## config.mk

```make
export PLATFORM = sky130hd
export DESIGN_NAME = ocw_fallback
export DESIGN_NICKNAME = d
export VERILOG_FILES = /design/src/rtl/ocw_pkg.sv /design/src/rtl/ocw_regs.sv /design/src/rtl/ocw_timer.sv /design/src/rtl/ocw_select.sv /design/src/rtl/ocw_fallback.sv
export SDC_FILE = /design/constraint.sdc
export NUM_CORES = 1
export LEC_CHECK = 0
export BUFFER_PORTS_ARGS = -buffer_cell sky130_fd_sc_hd__buf_2
export CORE_MARGIN = 4
export CORE_UTILIZATION = 44
export DETAILED_ROUTE_END_ITERATION = 10
export HOLD_SLACK_MARGIN = 0.06
export PLACE_DENSITY = 0.68
export REMOVE_ABC_BUFFERS = 1
export SETUP_SLACK_MARGIN = 0.02
export SLEW_MARGIN = 10
export SYNTH_ARGS = -nofsm -noshare
export SYNTH_HDL_FRONTEND = slang
export SYNTH_SLANG_ARGS = --single-unit
```

## constraint.sdc

```tcl
create_clock -name clk -period 1.7 [get_ports clk]
set_input_delay 0.425 -clock clk [delete_from_list [all_inputs] [get_ports clk]]
set_output_delay 0.425 -clock clk [all_outputs]
set_load 0.005 [all_outputs]
```

## src/rtl/ocw_pkg.sv

```systemverilog
package ocw_pkg;
   localparam int REG_W  = 8;
   localparam int CODE_W = 5;

   typedef enum logic {
      ADDR_TIMEOUT = 1'b0,
      ADDR_CTRL    = 1'b1
   } ocw_addr_e;

   typedef struct packed {
      logic              div_mode;
      logic              wd_en;
      logic              alarm;
      logic [CODE_W-1:0] safe_code;
   } ocw_ctrl_t;
endpackage

```

## src/rtl/ocw_regs.sv

```systemverilog
module ocw_regs
   import ocw_pkg::*;
#(
   parameter int          DATA_W      = 8,
   parameter logic [7:0]  TIMEOUT_RST = 8'd16
) (
   input  logic              clk,
   input  logic              rst_n,
   input  logic              wr_en,
   input  logic              wr_addr,
   input  logic [DATA_W-1:0] wr_data,
   input  logic              expire,
   input  logic              rd_addr,
   output logic [DATA_W-1:0] rd_data,
   output logic [DATA_W-1:0] timeout_q,
   output ocw_ctrl_t         ctrl_q
);
   localparam int ALARM_BIT = CODE_W;

   if (DATA_W != REG_W) begin : g_bad_width
      $error("ocw_regs: DATA_W must equal the packed control width");
   end

   logic wr_timeout;
   logic wr_ctrl;

   assign wr_timeout = wr_en && (wr_addr == ADDR_TIMEOUT);
   assign wr_ctrl    = wr_en && (wr_addr == ADDR_CTRL);

   always_ff @(posedge clk) begin
      if (!rst_n) begin
         timeout_q <= TIMEOUT_RST;
      end else if (wr_timeout) begin
         timeout_q <= wr_data;
      end
   end

   always_ff @(posedge clk) begin
      if (!rst_n) begin
         ctrl_q <= '0;
      end else if (wr_ctrl) begin
         ctrl_q.div_mode  <= wr_data[DATA_W-1];
         ctrl_q.wd_en     <= wr_data[DATA_W-2];
         ctrl_q.alarm     <= ctrl_q.alarm & wr_data[ALARM_BIT];
         ctrl_q.safe_code <= wr_data[CODE_W-1:0];
      end else if (expire) begin
         ctrl_q.alarm <= 1'b1;
      end
   end

   always_comb begin
      if (rd_addr == ADDR_CTRL) begin
         rd_data = ctrl_q;
      end else begin
         rd_data = timeout_q;
      end
   end


   alarm_sticky_chk: assert property (@(posedge clk) disable iff (!rst_n)
      (ctrl_q.alarm && !(wr_ctrl && !wr_data[ALARM_BIT])) |=> ctrl_q.alarm);


   alarm_source_chk: assert property (@(posedge clk) disable iff (!rst_n)
      $rose(ctrl_q.alarm) |-> $past(expire));
endmodule

```

## src/rtl/ocw_timer.sv

```systemverilog
module ocw_timer #(
   parameter int          CNT_W       = 8,
   parameter int          UNIT_TICKS  = 290,
   parameter logic [7:0]  TIMEOUT_RST = 8'd16
) (
   input  logic             clk,
   input  logic             rst_n,
   input  logic             tick,
   input  logic             enable,
   input  logic             hold,
   input  logic             reload,
   input  logic [CNT_W-1:0] load_val,
   output logic             expire
);
   localparam int              SUB_W    = (UNIT_TICKS > 1) ? $clog2(UNIT_TICKS) : 1;
   localparam logic [SUB_W-1:0] SUB_LAST = SUB_W'(UNIT_TICKS - 1);
   localparam logic [CNT_W-1:0] ONE_UNIT = CNT_W'(1);

   if (UNIT_TICKS < 1) begin : g_bad_unit
      $error("ocw_timer: UNIT_TICKS must be at least 1");
   end
   if (CNT_W < 1) begin : g_bad_cnt
      $error("ocw_timer: CNT_W must be at least 1");
   end

   logic [CNT_W-1:0] units_left;
   logic [SUB_W-1:0] sub_cnt;
   logic             unit_done;
   logic             terminal;
   logic             advance;

   assign unit_done = (sub_cnt == SUB_LAST);
   assign terminal  = (units_left == '0) || ((units_left == ONE_UNIT) && unit_done);
   assign advance   = tick && enable && !hold && !reload;
   assign expire    = advance && terminal;

   always_ff @(posedge clk) begin
      if (!rst_n) begin
         units_left <= CNT_W'(TIMEOUT_RST);
         sub_cnt    <= '0;
      end else if (reload) begin
         units_left <= load_val;
         sub_cnt    <= '0;
      end else if (advance && !terminal) begin
         if (unit_done) begin
            sub_cnt    <= '0;
            units_left <= units_left - ONE_UNIT;
         end else begin
            sub_cnt <= sub_cnt + SUB_W'(1);
         end
      end
   end


   idle_hold_chk: assert property (@(posedge clk) disable iff (!rst_n)
      (!enable && !reload) |=> ($stable(units_left) && $stable(sub_cnt)));


   expire_on_tick_chk: assert property (@(posedge clk) disable iff (!rst_n)
      expire |-> (tick && enable));


   reload_restart_chk: assert property (@(posedge clk) disable iff (!rst_n)
      reload |=> ((units_left == $past(load_val)) && (sub_cnt == '0)));


   reload_wins_chk: assert property (@(posedge clk) disable iff (!rst_n)
      reload |-> !expire);
endmodule

```

## src/rtl/ocw_select.sv

```systemverilog
module ocw_select #(
   parameter int CODE_W  = 5,
   parameter bit REG_OUT = 1'b0
) (
   input  logic              clk,
   input  logic              rst_n,
   input  logic              use_safe,
   input  logic [CODE_W-1:0] norm_sel,
   input  logic [CODE_W-1:0] safe_code,
   output logic [CODE_W-1:0] act_sel,
   output logic              safe_active
);
   logic [CODE_W-1:0] pick;

   assign pick = use_safe ? safe_code : norm_sel;

   if (REG_OUT) begin : g_reg
      always_ff @(posedge clk) begin
         if (!rst_n) begin
            act_sel     <= '0;
            safe_active <= 1'b0;
         end else begin
            act_sel     <= pick;
            safe_active <= use_safe;
         end
      end
   end else begin : g_comb
      assign act_sel     = pick;
      assign safe_active = use_safe;
   end
endmodule

```

## src/rtl/ocw_fallback.sv

```systemverilog
module ocw_fallback
   import ocw_pkg::*;
#(
   parameter int          UNIT_TICKS  = 290,
   parameter logic [7:0]  TIMEOUT_RST = 8'd16,
   parameter bit          REG_OUT     = 1'b0
) (
   input  logic              clk,
   input  logic              rst_n,
   input  logic              tick,
   input  logic              wr_en,
   input  logic              wr_addr,
   input  logic [REG_W-1:0]  wr_data,
   input  logic              rd_addr,
   output logic [REG_W-1:0]  rd_data,
   input  logic [CODE_W-1:0] norm_sel,
   output logic [CODE_W-1:0] act_sel,
   output logic              safe_active,
   output logic              div_mode
);
   logic [REG_W-1:0] timeout_q;
   ocw_ctrl_t        ctrl_q;
   logic             expire;
   logic [REG_W-1:0] load_val;

   assign load_val = (wr_en && (wr_addr == ADDR_TIMEOUT)) ? wr_data : timeout_q;
   assign div_mode = ctrl_q.div_mode;

   ocw_regs #(
      .DATA_W      (REG_W),
      .TIMEOUT_RST (TIMEOUT_RST)
   ) u_regs (
      .clk       (clk),
      .rst_n     (rst_n),
      .wr_en     (wr_en),
      .wr_addr   (wr_addr),
      .wr_data   (wr_data),
      .expire    (expire),
      .rd_addr   (rd_addr),
      .rd_data   (rd_data),
      .timeout_q (timeout_q),
      .ctrl_q    (ctrl_q)
   );

   ocw_timer #(
      .CNT_W       (REG_W),
      .UNIT_TICKS  (UNIT_TICKS),
      .TIMEOUT_RST (TIMEOUT_RST)
   ) u_timer (
      .clk      (clk),
      .rst_n    (rst_n),
      .tick     (tick),
      .enable   (ctrl_q.wd_en),
      .hold     (ctrl_q.alarm),
      .reload   (wr_en),
      .load_val (load_val),
      .expire   (expire)
   );

   ocw_select #(
      .CODE_W  (CODE_W),
      .REG_OUT (REG_OUT)
   ) u_select (
      .clk         (clk),
      .rst_n       (rst_n),
      .use_safe    (ctrl_q.alarm),
      .norm_sel    (norm_sel),
      .safe_code   (ctrl_q.safe_code),
      .act_sel     (act_sel),
      .safe_active (safe_active)
   );

   if (!REG_OUT) begin : g_sel_chk

      safe_follow_chk: assert property (@(posedge clk) disable iff (!rst_n)
         ctrl_q.alarm |-> (act_sel == rd_data[CODE_W-1:0]) || (rd_addr == ADDR_TIMEOUT));
   end


   div_track_chk: assert property (@(posedge clk) disable iff (!rst_n)
      (wr_en && (wr_addr == ADDR_CTRL)) |=> (div_mode == $past(wr_data[REG_W-1])));
endmodule

```

==> results of run 1 <==
[cell type report]
class,instances,area [um2]
repair buffers,73,479
inverters,5,18.8
multi-input cells,165,1310
flip-flops and latches,33,671
clock inverters,3,65.1
well taps,50,62.6
fillers,336,1450
clock buffers,5,68.8
[routing by layer]
layer / GRT usage, % / wire length [um] / share of wire [%] / vias up
met5: 0 / 0 / 0 / -
met4: 5.14 / 65 / 1.3 / 0
met3: 3.65 / 251 / 5.1 / 6
met2: 29.1 / 2350 / 48 / 41
met1: 26.1 / 2260 / 46 / 850
li1: - / - / - / 913
[sequential cells by signal (all words and copies together) (netlist names)]
register,cells
u_timer.units_left,8
u_timer.sub_cnt,9
u_regs.timeout_q,8
u_regs.ctrl_q,8
[cells in the mapped netlist (all sizes together)]
cell	n	area (um2)
o221ai	1	8.76
o211a	2	20.0
nand3b	1	7.51
o31ai	5	37.5
buf	4	25.0
or2	1	6.26
and4bb	2	28.8
nor3	5	25.0
or4	2	15.0
a21boi	13	97.6
nand3	13	77.6
nand4bb	1	11.3
mux2	14	158
nand4	1	6.26
xor2	3	26.3
dfxtp	33	661
nor2b	3	26.3
o2111ai	3	32.5
or3	3	18.8
xnor2	4	35.0
nor4b	1	23.8
ha	4	50.1
nand2b	3	18.8
o21a	2	15.0
a41o	1	10.0
mux2i	5	50.1
inv	5	18.8
clkbuf	8	30.0
nor3b	1	7.51
nor2	13	56.3
and2	1	6.26
o21ai	6	30.0
a41oi	1	16.3
o311a	2	20.0
nand2	33	124
nand4b	1	23.8
nor4	1	21.3
a211oi	1	12.5
a21oi	7	35.0
o211ai	2	20.0
a211o	1	8.76
or2b	1	7.51
[worst reg2reg max path, delay by kind of cell, from the launching register on]
family / cells / cell delay (ps)
buffers and inverters: 1 / 160
AND/OR/NAND/NOR: 3 / 940
AO/OA/AOI/OAI: 2 / 220
flip-flops: 1 / 340
[power groups by stage]
stage                     clock network, W  logic, W  registers [W]
after floorplan                          0  0.000140       0.000841
after global placement                   0  0.000281       0.000844
after detailed placement                 0  0.000284       0.000845
after CTS                         0.000904  0.000290       0.000829
after global routing              0.000940  0.000347       0.000833
final                             0.000880  0.000316       0.000830
[cells by family after synthesis]
group / synth area share [%]
AOI/OAI and AO/OA: 18.9
xor gates and xnor gates: 3.18
adders and majority gates: 2.59
buffers and inverters: 3.83
DFF: 34.2
muxes: 10.8
and+or+nand+nor: 26.5
[per-stage QoR]
stage,cells,util (%),instance area [um2]
after floorplan,202,-,1870
after global placement,321,58.3,2400
after detailed placement,321,58.3,2400
after CTS,330,62.4,2570
after global routing,334,64.9,2670
final,334,64.9,2670
[final timing paths]
path / from / end / slack, ps / cells after the start
min reg2reg: u_regs.ctrl_q[4]$_SDFFE_PN0P_ / u_regs.ctrl_q[4]$_SDFFE_PN0P_ / 480 / 2
max reg2reg: u_regs.ctrl_q[5]$_SDFFE_PN0P_ / u_timer.sub_cnt[7]$_SDFFE_PP0P_ / -20 / 6
max: u_regs.ctrl_q[5]$_SDFFE_PN0P_ / u_timer.sub_cnt[7]$_SDFFE_PP0P_ / -20 / 6
min: wr_data[4] / u_regs.timeout_q[4]$_SDFF_PN1_ / 380 / 3
[timing repair]
action	in CTS	in global routing
gates resized for setup	12	20
cloned	1	1
buffers inserted	0	4
hold endpoints to repair	0	0
pin swaps	4	9
endpoints found under the setup margin	12	19
==> metrics.txt, run 1 <==
status complete, but fails checks; failing checks setup timing; crit-path leading delay family simple AND/OR/NAND/NOR gates; Root Driver clkbuf_8; Mapped Area 1930 um2; final worst slack -16.7 ps; wirelength, routed 4.93 mm; synth unique cells 51; most frequent cells in the layout 37 x buf_4, 34 x buf_2, 33 x nand2_1, 27 x dfxtp_1, 13 x a21boi_0; Max clock buf depth 2; vias in the first global route 1689; Worst Tran Pin Value 320 ps; final antenna diode count 0; Leak Pwr 1.13 nW; initial drt markers 75; Comb power frac 15.6%; final hold violation count 0; largest net degree at the start of global routing 29; FF+latch count, synth 33; # rows 23; Initial Util 46.9%; Area Overhead vs Synth 38.4%; layout cells sized above 1 44.7%; FMAX 582 MHz; Tot GR Track Use 18.6%; pre-CTS WS -93.0 ps; Seq/Total Area, Yosys 34.2%; post-layout min period 1720 ps; most common cell after layout, fill and taps aside buf_4; Placer Congestion 0.825; Clock Skews 8.46 ps; Worst-path clk slew 70 ps; DRT Pass-1 Iters 4; critical path class reg -> reg; Max transition margin 78.7%; CP Buf/Inv Count 1; routed len/inst 14.8 um; Sink Count 33; RSZ-0062 raised after global routing yes; nets@finish 306; initial antenna violation count 0; Ports 34; antenna viol nets, final 0; die area 5510 um2; min-delay worst type in -> reg; die width 74.2 um; DP HPWL 3.42 mm; critical path's largest stage delay 370 ps; clock share of power 43.4%; vias per cell 5.42; CP max stage cell or3_1; Total Power 0.00203 W; chip height 74.2 um; TritonCTS clock tree done; period utilization 101%; CP required 1920 ps; Seq pwr share 41.0%; via count 1810; total negative slack -16.7 ps; H-tree Lvls 2; TritonCTS Buffers 5; Setup crit end kind flip-flop; Yosys warnings 0; Switching Power 0.000479 W; Syn Area/Cell 9.02 um2; hold_ws 381 ps; crit path cell chain buf_2 -> nand4bb_1 -> nor2_1 -> o21ai_2 -> or3_1 -> a21oi_1; maximum VDD drop 0.481 mV; detailed-route DRC error count 0; Sw Ratio 23.7%; first-pass GRT wire length 7.91 mm; Worst-Skew Late Latency 280 ps; maxcap violations 0; WP data arrival 1930 ps; Setup violations, final 1; CP max FO 4; core area 4120 um2; critical path launch point type flip-flop; I/O Buffers 33; Syn Inst Count 214; pwr dens 759 nW/um2; hold buffers post-CTS 0; overflow left after global routing 0; total internal power 0.00155 W; Slew Limit Fails 0
Power figures use the tool's default switching activity.
==> inputs of run 2 (changes only) <==
--- a/config.mk
+++ b/config.mk
@@ -10,6 +10,7 @@
 export CORE_UTILIZATION = 44
 export DETAILED_ROUTE_END_ITERATION = 10
 export HOLD_SLACK_MARGIN = 0.06
+export MAX_ROUTING_LAYER = met4
 export PLACE_DENSITY = 0.68
 export REMOVE_ABC_BUFFERS = 1
 export SETUP_SLACK_MARGIN = 0.02
==> metrics.txt, run 2 (synthesis results as in run 1) <==
final antenna diode count 0; Util after Layout 64.9%; most common cell after layout, fill and taps aside buf_4; layout cells sized above 1 44.7%; Setup violations, final 1; Root Driver clkbuf_8; Switching Power 0.000480 W; Seq pwr share 41.0%; Sw Ratio 23.7%; placed cell count 321; TritonCTS Buffers 5; final worst slack -12.2 ps; initial drt markers 62; critical path launch point type flip-flop; Worst-path clk slew 70 ps; Leak Pwr 1.13 nW; maxcap violations 0; WP data arrival 1930 ps; final hold violation count 0; first-pass GRT wire length 7.91 mm; initial antenna violation count 0; Worst Tran Pin Value 324 ps; antenna viol nets, final 0; clock share of power 43.5%; via count 1800; RSZ-0062 raised after global routing yes; largest net degree at the start of global routing 29; # rows 23; CP required 1920 ps; Slew Limit Fails 0; Comb power frac 15.6%; nets@finish 306; Max clock buf depth 2; most frequent cells in the layout 37 x buf_4, 34 x buf_2, 33 x nand2_1, 27 x dfxtp_1, 13 x a21boi_0; vias in the first global route 1693; maximum VDD drop 0.483 mV; Setup crit end kind flip-flop; period utilization 101%; Ports 34; Area Overhead vs Synth 38.4%; I/O Buffers 33; FMAX 584 MHz; Initial Util 46.9%; routed len/inst 14.8 um; FILL cells 336; Worst-Skew Late Latency 280 ps; die area 5510 um2; CP max FO 4; DRT Pass-1 Iters 4; post-layout min period 1710 ps; critical path class reg -> reg; Clock Skews 8.30 ps; Biggest register u_timer.sub_cnt; vias per cell 5.39; chip height 74.2 um; status complete, but fails checks; non-filler cells, final 334; core area 4120 um2; max reg flops 9; H-tree Lvls 2; die width 74.2 um; min-delay worst type in -> reg; pwr dens 759 nW/um2; Sink Count 33; DP HPWL 3.42 mm; r2r setup slk -10 ps; Placer Congestion 0.838; wirelength, routed 4.94 mm; detailed-route DRC error count 0; failing checks setup timing; Max transition margin 78.4%; Tot GR Track Use 19.1%; overflow left after global routing 0; hold buffers post-CTS 0; TritonCTS clock tree done; total internal power 0.00155 W
==> run 2: cell counts in the layout (fill, tap and decap cells not counted) <==
No cell type changed its count.
==> run 2: per-stage QoR <==
| step | setup slack, ps | hold WS (ps) | total power, W | setup TNS, ps | cell area [um2] |
|---|---|---|---|---|---|
| after floorplan | -95.6 | 448 | 0.000981 | -96.7 | 1870 |
| after detailed placement | -93.0 | 469 | 0.00113 | -422 | 2400 |
| final | -12.2 | 380 | 0.00203 | -12.2 | 2670 |
| after CTS | 2.03 | 374 | 0.00202 | 0 | 2570 |
| after global routing | -105 | 389 | 0.00212 | -524 | 2670 |
| after global placement | -57.5 | 463 | 0.00113 | -196 | 2400 |
==> run 2: cell type report <==
cell class / instances / area [um2] / area share [%]
Multi-Input combinational cell: 165 / 1310 / 48.9
Sequential cell: 33 / 671 / 25.1
Timing Repair Buffer: 73 / 479 / 17.9
Clock buffer: 5 / 68.8 / 2.58
Clock inverter: 3 / 65.1 / 2.44
Tap cell: 50 / 62.6 / 2.34
Inverter: 5 / 18.8 / 0.703
==> run 2: final timing paths <==
check	startpoint	cells after the start	to
worst max register to register	u_regs.ctrl_q[5]$_SDFFE_PN0P_	6	u_timer.sub_cnt[7]$_SDFFE_PP0P_
worst min-delay path	wr_data[4]	3	u_regs.timeout_q[4]$_SDFF_PN1_
worst min register to register	u_regs.ctrl_q[4]$_SDFFE_PN0P_	2	u_regs.ctrl_q[4]$_SDFFE_PN0P_
worst max-delay path	u_regs.ctrl_q[5]$_SDFFE_PN0P_	6	u_timer.sub_cnt[7]$_SDFFE_PP0P_
==> run 2: critical path, cell delays in order, from the launching register on <==
cell and delay (ps):
dfxtp_2 340, buf_2 160, nand4bb_1 310, nor2_1 260, o21ai_2 100, or3_1 370, a21oi_1 120
==> run 2: power by group through the flow <==
stage / Sequential (W) / Clock [W] / Combinational (W)
floorplan: 0.000841 / 0 / 0.000140
global placement: 0.000844 / 0 / 0.000281
detailed placement: 0.000845 / 0 / 0.000284
CTS: 0.000829 / 0.000904 / 0.000290
global route: 0.000833 / 0.000940 / 0.000347
finish: 0.000830 / 0.000881 / 0.000316
==> run 2: per-layer routing <==
layer / track usage [%] / share of wire, %
met5: - / 0
met4: 5.14 / 1.4
met3: 3.65 / 5.1
met2: 29.2 / 47
met1: 25.9 / 46
==> run 2: repair_timing <==
action                                  4_1_cts  5_1_grt
setup buffers                                 0        4
resized for setup                            12       20
endpoints found under the setup margin       12       19
pin swaps                                     4        9
cloned                                        1        1
